**src/rtl/serpat_pkg.sv**
```systemverilog
package serpat_pkg;

  // Default counter width
  localparam int unsigned CNT_W = 8;

  // Count positions at which the serial line is driven low
  localparam int unsigned N_LOW = 8;
  localparam int unsigned LOW_IDX [N_LOW] = '{0, 1, 5, 7, 8, 10, 18, 20};

endpackage

```
**src/rtl/serpat_counter.sv**
```systemverilog
module serpat_counter #(
  parameter int unsigned W        = serpat_pkg::CNT_W,
  parameter bit          SATURATE = 1'b1
) (
  input  logic         clk_i,
  input  logic         run_en_i,
  output logic [W-1:0] cnt_o
);

  localparam logic [W-1:0] ONE = W'(1);

  logic [W-1:0] cnt_q;
  logic [W-1:0] cnt_d;
  logic         at_max;

  assign at_max = &cnt_q;

  // Next-state logic: the build-time choice selects stop-at-top or wrap-around
  generate
    if (SATURATE) begin : g_sat
      always_comb begin
        cnt_d = cnt_q;
        if (!at_max) cnt_d = cnt_q + ONE;
      end
    end else begin : g_wrap
      always_comb begin
        cnt_d = cnt_q + ONE;
      end
    end
  endgenerate

  // State register: a low run input is the asynchronous clear
  always_ff @(posedge clk_i or negedge run_en_i) begin
    if (!run_en_i) cnt_q <= '0;
    else           cnt_q <= cnt_d;
  end

  assign cnt_o = cnt_q;

  // the count is zero at any edge where the run input is low
  a_r1_clear_low: assert property (@(posedge clk_i)
    !run_en_i |-> (cnt_q == '0));

  // the count advances by one per edge below the top value
  a_r2_single_step: assert property (@(posedge clk_i) disable iff (!run_en_i)
    !at_max |=> (cnt_q == $past(cnt_q) + ONE));

  generate
    if (SATURATE) begin : g_sat_chk
      // the top value is held
      a_r5_hold_top: assert property (@(posedge clk_i) disable iff (!run_en_i)
        at_max |=> at_max);
    end
  endgenerate

endmodule

```
**src/rtl/serpat_decode.sv**
```systemverilog
module serpat_decode #(
  parameter int unsigned W = serpat_pkg::CNT_W
) (
  input  logic [W-1:0] cnt_i,
  output logic         pat_o
);

  localparam int unsigned N = serpat_pkg::N_LOW;

  logic [N-1:0] hit;

  // One comparator for each low position
  generate
    for (genvar g = 0; g < N; g++) begin : g_cmp
      assign hit[g] = (cnt_i == W'(serpat_pkg::LOW_IDX[g]));
    end
  endgenerate

  assign pat_o = ~|hit;

endmodule

```
**src/rtl/serpat_top.sv**
```systemverilog
module serpat_top #(
  parameter int unsigned CNT_W    = serpat_pkg::CNT_W,
  parameter bit          SATURATE = 1'b1
) (
  input  logic clk_i,
  input  logic run_en_i,
  output logic pat_o
);

  logic [CNT_W-1:0] cnt;

  serpat_counter #(
    .W        (CNT_W),
    .SATURATE (SATURATE)
  ) i_counter (
    .clk_i    (clk_i),
    .run_en_i (run_en_i),
    .cnt_o    (cnt)
  );

  serpat_decode #(
    .W (CNT_W)
  ) i_decode (
    .cnt_i (cnt),
    .pat_o (pat_o)
  );

  // the first position of every run is low
  a_r3_start_low: assert property (@(posedge clk_i) disable iff (!run_en_i)
    (cnt == '0) |-> !pat_o);

  // beyond the last low position the line is high
  a_r4_tail_high: assert property (@(posedge clk_i) disable iff (!run_en_i)
    (cnt > CNT_W'(20)) |-> pat_o);

endmodule

```
**config.mk**
```make
export PLATFORM = sky130hd
export DESIGN_NAME = serpat_top
export DESIGN_NICKNAME = d
export VERILOG_FILES = /design/src/rtl/serpat_pkg.sv /design/src/rtl/serpat_counter.sv /design/src/rtl/serpat_decode.sv /design/src/rtl/serpat_top.sv
export SDC_FILE = /design/constraint.sdc
export NUM_CORES = 1
export LEC_CHECK = 0
export BUFFER_PORTS_ARGS = -buffer_cell sky130_fd_sc_hd__buf_2
export CAP_MARGIN = 10
export CELL_PAD_IN_SITES_DETAIL_PLACEMENT = 0
export CELL_PAD_IN_SITES_GLOBAL_PLACEMENT = 2
export CORE_MARGIN = 2
export CORE_UTILIZATION = 39
export CTS_BUF_LIST = sky130_fd_sc_hd__clkbuf_4 sky130_fd_sc_hd__clkbuf_8
export DETAILED_ROUTE_END_ITERATION = 6
export GPL_TIMING_DRIVEN = 0
export PLACE_DENSITY_LB_ADDON = 0.3
export SYNTH_ARGS = -nofsm -noshare
export SYNTH_HDL_FRONTEND = slang
export SYNTH_SLANG_ARGS = --single-unit
```
**constraint.sdc**
```tcl
create_clock -name clk_i -period 1.6 [get_ports clk_i]
set_input_delay 0.4 -clock clk_i [delete_from_list [all_inputs] [get_ports clk_i]]
set_output_delay 0.4 -clock clk_i [all_outputs]
set_load 0.01 [all_outputs]
```
# ---- After elaboration in Yosys (flattened, before gate mapping)
# Cells that the tools add are included.
dict set report op_classes {
  addsub 1
  n_eq_ne 7
  reduce_logical 4
}
# operator n
set op_table {}
lappend op_table {{$eq 8x3->1 const B} 2}
lappend op_table {{$eq 8x4->1 const B} 2}
lappend op_table {{$eq 8x5->1 const B} 2}
lappend op_table {{$add 8x1->8 const B} 1}
lappend op_table {{$eq 8x1->1 const B} 1}
lappend op_table {{$logic_not 8->1} 1}
lappend op_table {{$reduce_and 8->1} 1}
lappend op_table {{$reduce_or 8->1} 1}
lappend op_table {{$logic_not 1->1} 1}
dict set report word_totals {
  output_inout_bits 1
  elab_cells 13
  regBits 8
  inputBits 2
}

# ---- Longest topological paths before layout
dict set report logic_depth {
  ltp_word 3
  ltp_mapped 5
  ltp_nobuf 5
}

# ---- Modules after synthesis
# From an unflattened synthesis, not the netlist that was laid out.
dict set report unflattened {
  cells_unflattened 44
  area_unflattened_um2 473.0
}
# module area_each_um2 seq_area_each_um2 instances cells_each
set by_module_without_submodules {}
lappend by_module_without_submodules {serpat_counter 404.1 200.2 1 35}
lappend by_module_without_submodules {serpat_decode 68.8 0.0 1 9}

# ---- Worst setup path before layout
# OpenSTA, ideal clock, no wires.
dict set report synth_timing {
  kind {reg-to-output}
  startpoint {register i_counter.cnt_q[0], in the netlist i_counter.cnt_o[0]}
  endpoint {output pat_o}
  required_time_ns 1.200
  n_path_buf 0
  path_slack_ns 0.156
  t_arrival_ns 1.044
  stages_incl_launch_ff 6
  path_cell_list {dfrtp_1 inv_1 ha_1 inv_1 a22oi_1 o2111ai_1}
}
dict set report synth_between {
  elab_chain_len 3
  elab_cells_between_ends 10
  classes_between {7 x eq/ne; 3 x reduce/logical}
}
# element line
set synth_lines {}
lappend synth_lines {{from (decl)} serpat_counter.sv:12} ;# logic [W-1:0] cnt_q;
lappend synth_lines {{from (signal assigned)} serpat_counter.sv:35} ;# else cnt_q <= cnt_d;
lappend synth_lines {{$eq 8x1->1, or another cell as far along} serpat_decode.sv:15} ;# assign hit[g] = (cnt_i == W'(serpat_pkg::LOW_IDX[g]));
lappend synth_lines {{$reduce_or 8->1 (*)} serpat_decode.sv:19} ;# assign pat_o = ~|hit;
lappend synth_lines {{$logic_not 1->1 (*)} serpat_decode.sv:19}
lappend synth_lines {{to (decl)} serpat_top.sv:7} ;# output logic pat_o
# Every way passes the cells marked *; elsewhere a longest branch is shown, timed or not.

# ---- Worst setup path in the final report
# Ends and elaborated chain as after synthesis.

==> flow_summary.ini <==
[run_status]
status = finished with violations
violations = setup timing

[final_layout]
seq_area_um2 = 203
fin_area_um2 = 692
largest_reg_flops = 8
antenna_cells = 0
fin_nets = 71
area_growth_syn_to_layout_pct = 35.9
multi_input_area_um2 = 328
final_cells = 78
drive_gt1_frac = 0.476
n_fill_cell = 99

[floorplanning]
core_area_um2 = 1250
ioPinCount = 3
die_y_um = 40.1
die-area_um2 = 1610
start_util = 0.407
rows = 13
fp.dieW_um = 40.1

[hold_path]
min_path_type = in2async

[synth]
syn_nets = 56
synth_area_leaders = dfrtp_1 39%, ha_1 9.8%, xnor2_1 5.2%
yosysUniqueCellTypes = 25
ys.flop_type = dfrtp_1
synth-seq-cells = 8
synthCells = 50
avgSynthCellArea_um2 = 10.2
synth_edf_count = 0
async_flop_share = 1.00
post-synth-top-count-cell = dfrtp_1
yosys_warnings = 0
ys_seq_area_frac = 0.393
synth_top_area_share = 0.393
yosysTopAreaCell = dfrtp_1
ys_top_cells_by_count = 8 x dfrtp_1, 4 x ha_1
synth_area_um2 = 509

[pwr]
ir_drop_v = 0.000406
p_leak_nw = 0.288
powerDensity_nw_per_um2 = 515

[clock_network]
cts_buffers = 3
clock-sinks = 8
clkLatencyLatePin_ns = 0.25
cts-htree-levels = 1
tritoncts = yes
clk_path_buf_depth = 2
clkTransAtPathRegs_ns = 0.05
root_buffer = clkbuf_4

[drt]
ant_nets = 0
drt-vias-per-instance = 5.23
drc = 0
drt_iter0_drc = 6
drtPass1Iterations = 4
wl_per_cell_um = 12.7
wl_um = 993
vias = 408

[global_routing]
track_usage = 0.171
grt_pass1_vias = 428
grt_overflow_total = 0
grt_pass1_wl_um = 1740
antenna_found_initial = 0
grt_max_degree = 11

[sta]
fmaxAchievable_ghz = 0.557
min_period_over_period = 1.12
hold_viol = 0
setup_slack_ns = -0.197
rsz0062_at_grt = true
relSlewSlack = 0.845
worst_pin_slew_ns = 0.232
whs_ns = 0.518
slew_violations = 0
skew_ns = 0.00229
setup_viol = 1
period_needed_ns = 1.80

[placed_design]
gp_congestion = 0.856
placed_area_um2 = 538
dp_hpwl_um = 646
portBuffers = 2
dp_cells = 67

[setup_path]
worstPathRequired_ns = 1.20
path_class = reg2out
cp_data_arrival_time_ns = 1.40
cp-start-kind = register
critPathMaxFanout = 4
endpoint_kind = output pin

[flow_run]
max_cap_viol_count = 0
cell families (layout without fill, tap and decap cells):
family	count (synthesis)	count (layout)	share of synthesized area
flip-flops	8	8	0.393
AND/OR/NAND/NOR	16	16	0.192
multiplexers	2	2	0.0516
AO/OA/AOI/OAI	11	11	0.140
buffers and inverters	6	19	0.0737
adder cells (fa/ha/maj)	4	4	0.0983
XOR/XNOR	3	3	0.0516
per-stage QoR:
step / util / worst slack (ns) / total power, W / setup TNS [ns]
after floorplan: - / 0.156 / 0.000206 / 0
after global placement: 0.430 / 0.00621 / 0.000211 / 0
after detailed placement: 0.430 / -0.0213 / 0.000211 / -0.0213
after CTS: 0.529 / -0.186 / 0.000365 / -0.186
after global routing: 0.552 / -0.278 / 0.000378 / -0.278
final: 0.552 / -0.197 / 0.000356 / -0.197
worst max-delay path, cell delays in order, from the launching register on:
cell and delay [ns]:
dfrtp_2 0.44, inv_4 0.09, ha_4 0.13, inv_2 0.03, a22oi_1 0.15, o2111ai_1 0.15
buf_2 0.16
layout by cell type (no fill, tap or decap), types with 2 or more instances in the layout:
master and count:
a31oi_1 3, and3_1 2, buf_2 2, buf_4 7
buf_6 3, clkbuf_4 3, dfrtp_1 6, dfrtp_2 2
ha_4 3, inv_2 2, nand2_1 2, nor2_1 3
nor3_1 2, o21ai_0 2, xnor2_1 3
worst paths after layout:
| check | depth (start not counted) | slack (ns) | to | from |
|---|---|---|---|---|
| min in group clk_i | 2 | 0.57 | i_counter.cnt_o[4] | i_counter.cnt_o[4] |
| max | 6 | -0.20 | pat_o | i_counter.cnt_o[0] |
| min | 2 | 0.52 | i_counter.cnt_o[7] | run_en_i |
| min reg2reg | 2 | 0.57 | i_counter.cnt_o[4] | i_counter.cnt_o[4] |
| max in group asynchronous | 2 | 0.90 | i_counter.cnt_o[1] | run_en_i |
| max reg2reg | 6 | 0.06 | i_counter.cnt_o[1] | i_counter.cnt_o[0] |
routing by layer:
layer,GRT usage,wire length (um),up-vias
met2,0.282,535,6
li1,-,-,205
met1,0.193,407,195
met4,0.0776,6,0
met3,0.0667,43,2
met5,0,0,-
power breakdown:
part | internal [W] | switching, W
Clock | 0.0000854 | 0.0000617
Combinational | 0.00000249 | 0.00000387
Sequential | 0.000203 | 0
Total | 0.000291 | 0.0000656
cell type report:
class	instances	share of cell area
Tap cell	15	0.0271
Multi-Input combinational cell	36	0.474
Buffer	3	0.0380
Inverter	3	0.0199
Sequential cell	8	0.293
Clock buffer	3	0.0325
Timing Repair Buffer	10	0.116
timing repair:
item | 4_1_cts | 5_1_grt
resized for setup | 16 | 2
hold buffers | 1 | 0
endpoints found under the setup margin | 1 | 2
pin swaps | 5 | 2
setup buffers | 5 | 2
endpoints found under the hold margin | 8 | 0
No activity file was read; power rests on OpenSTA's default activity.
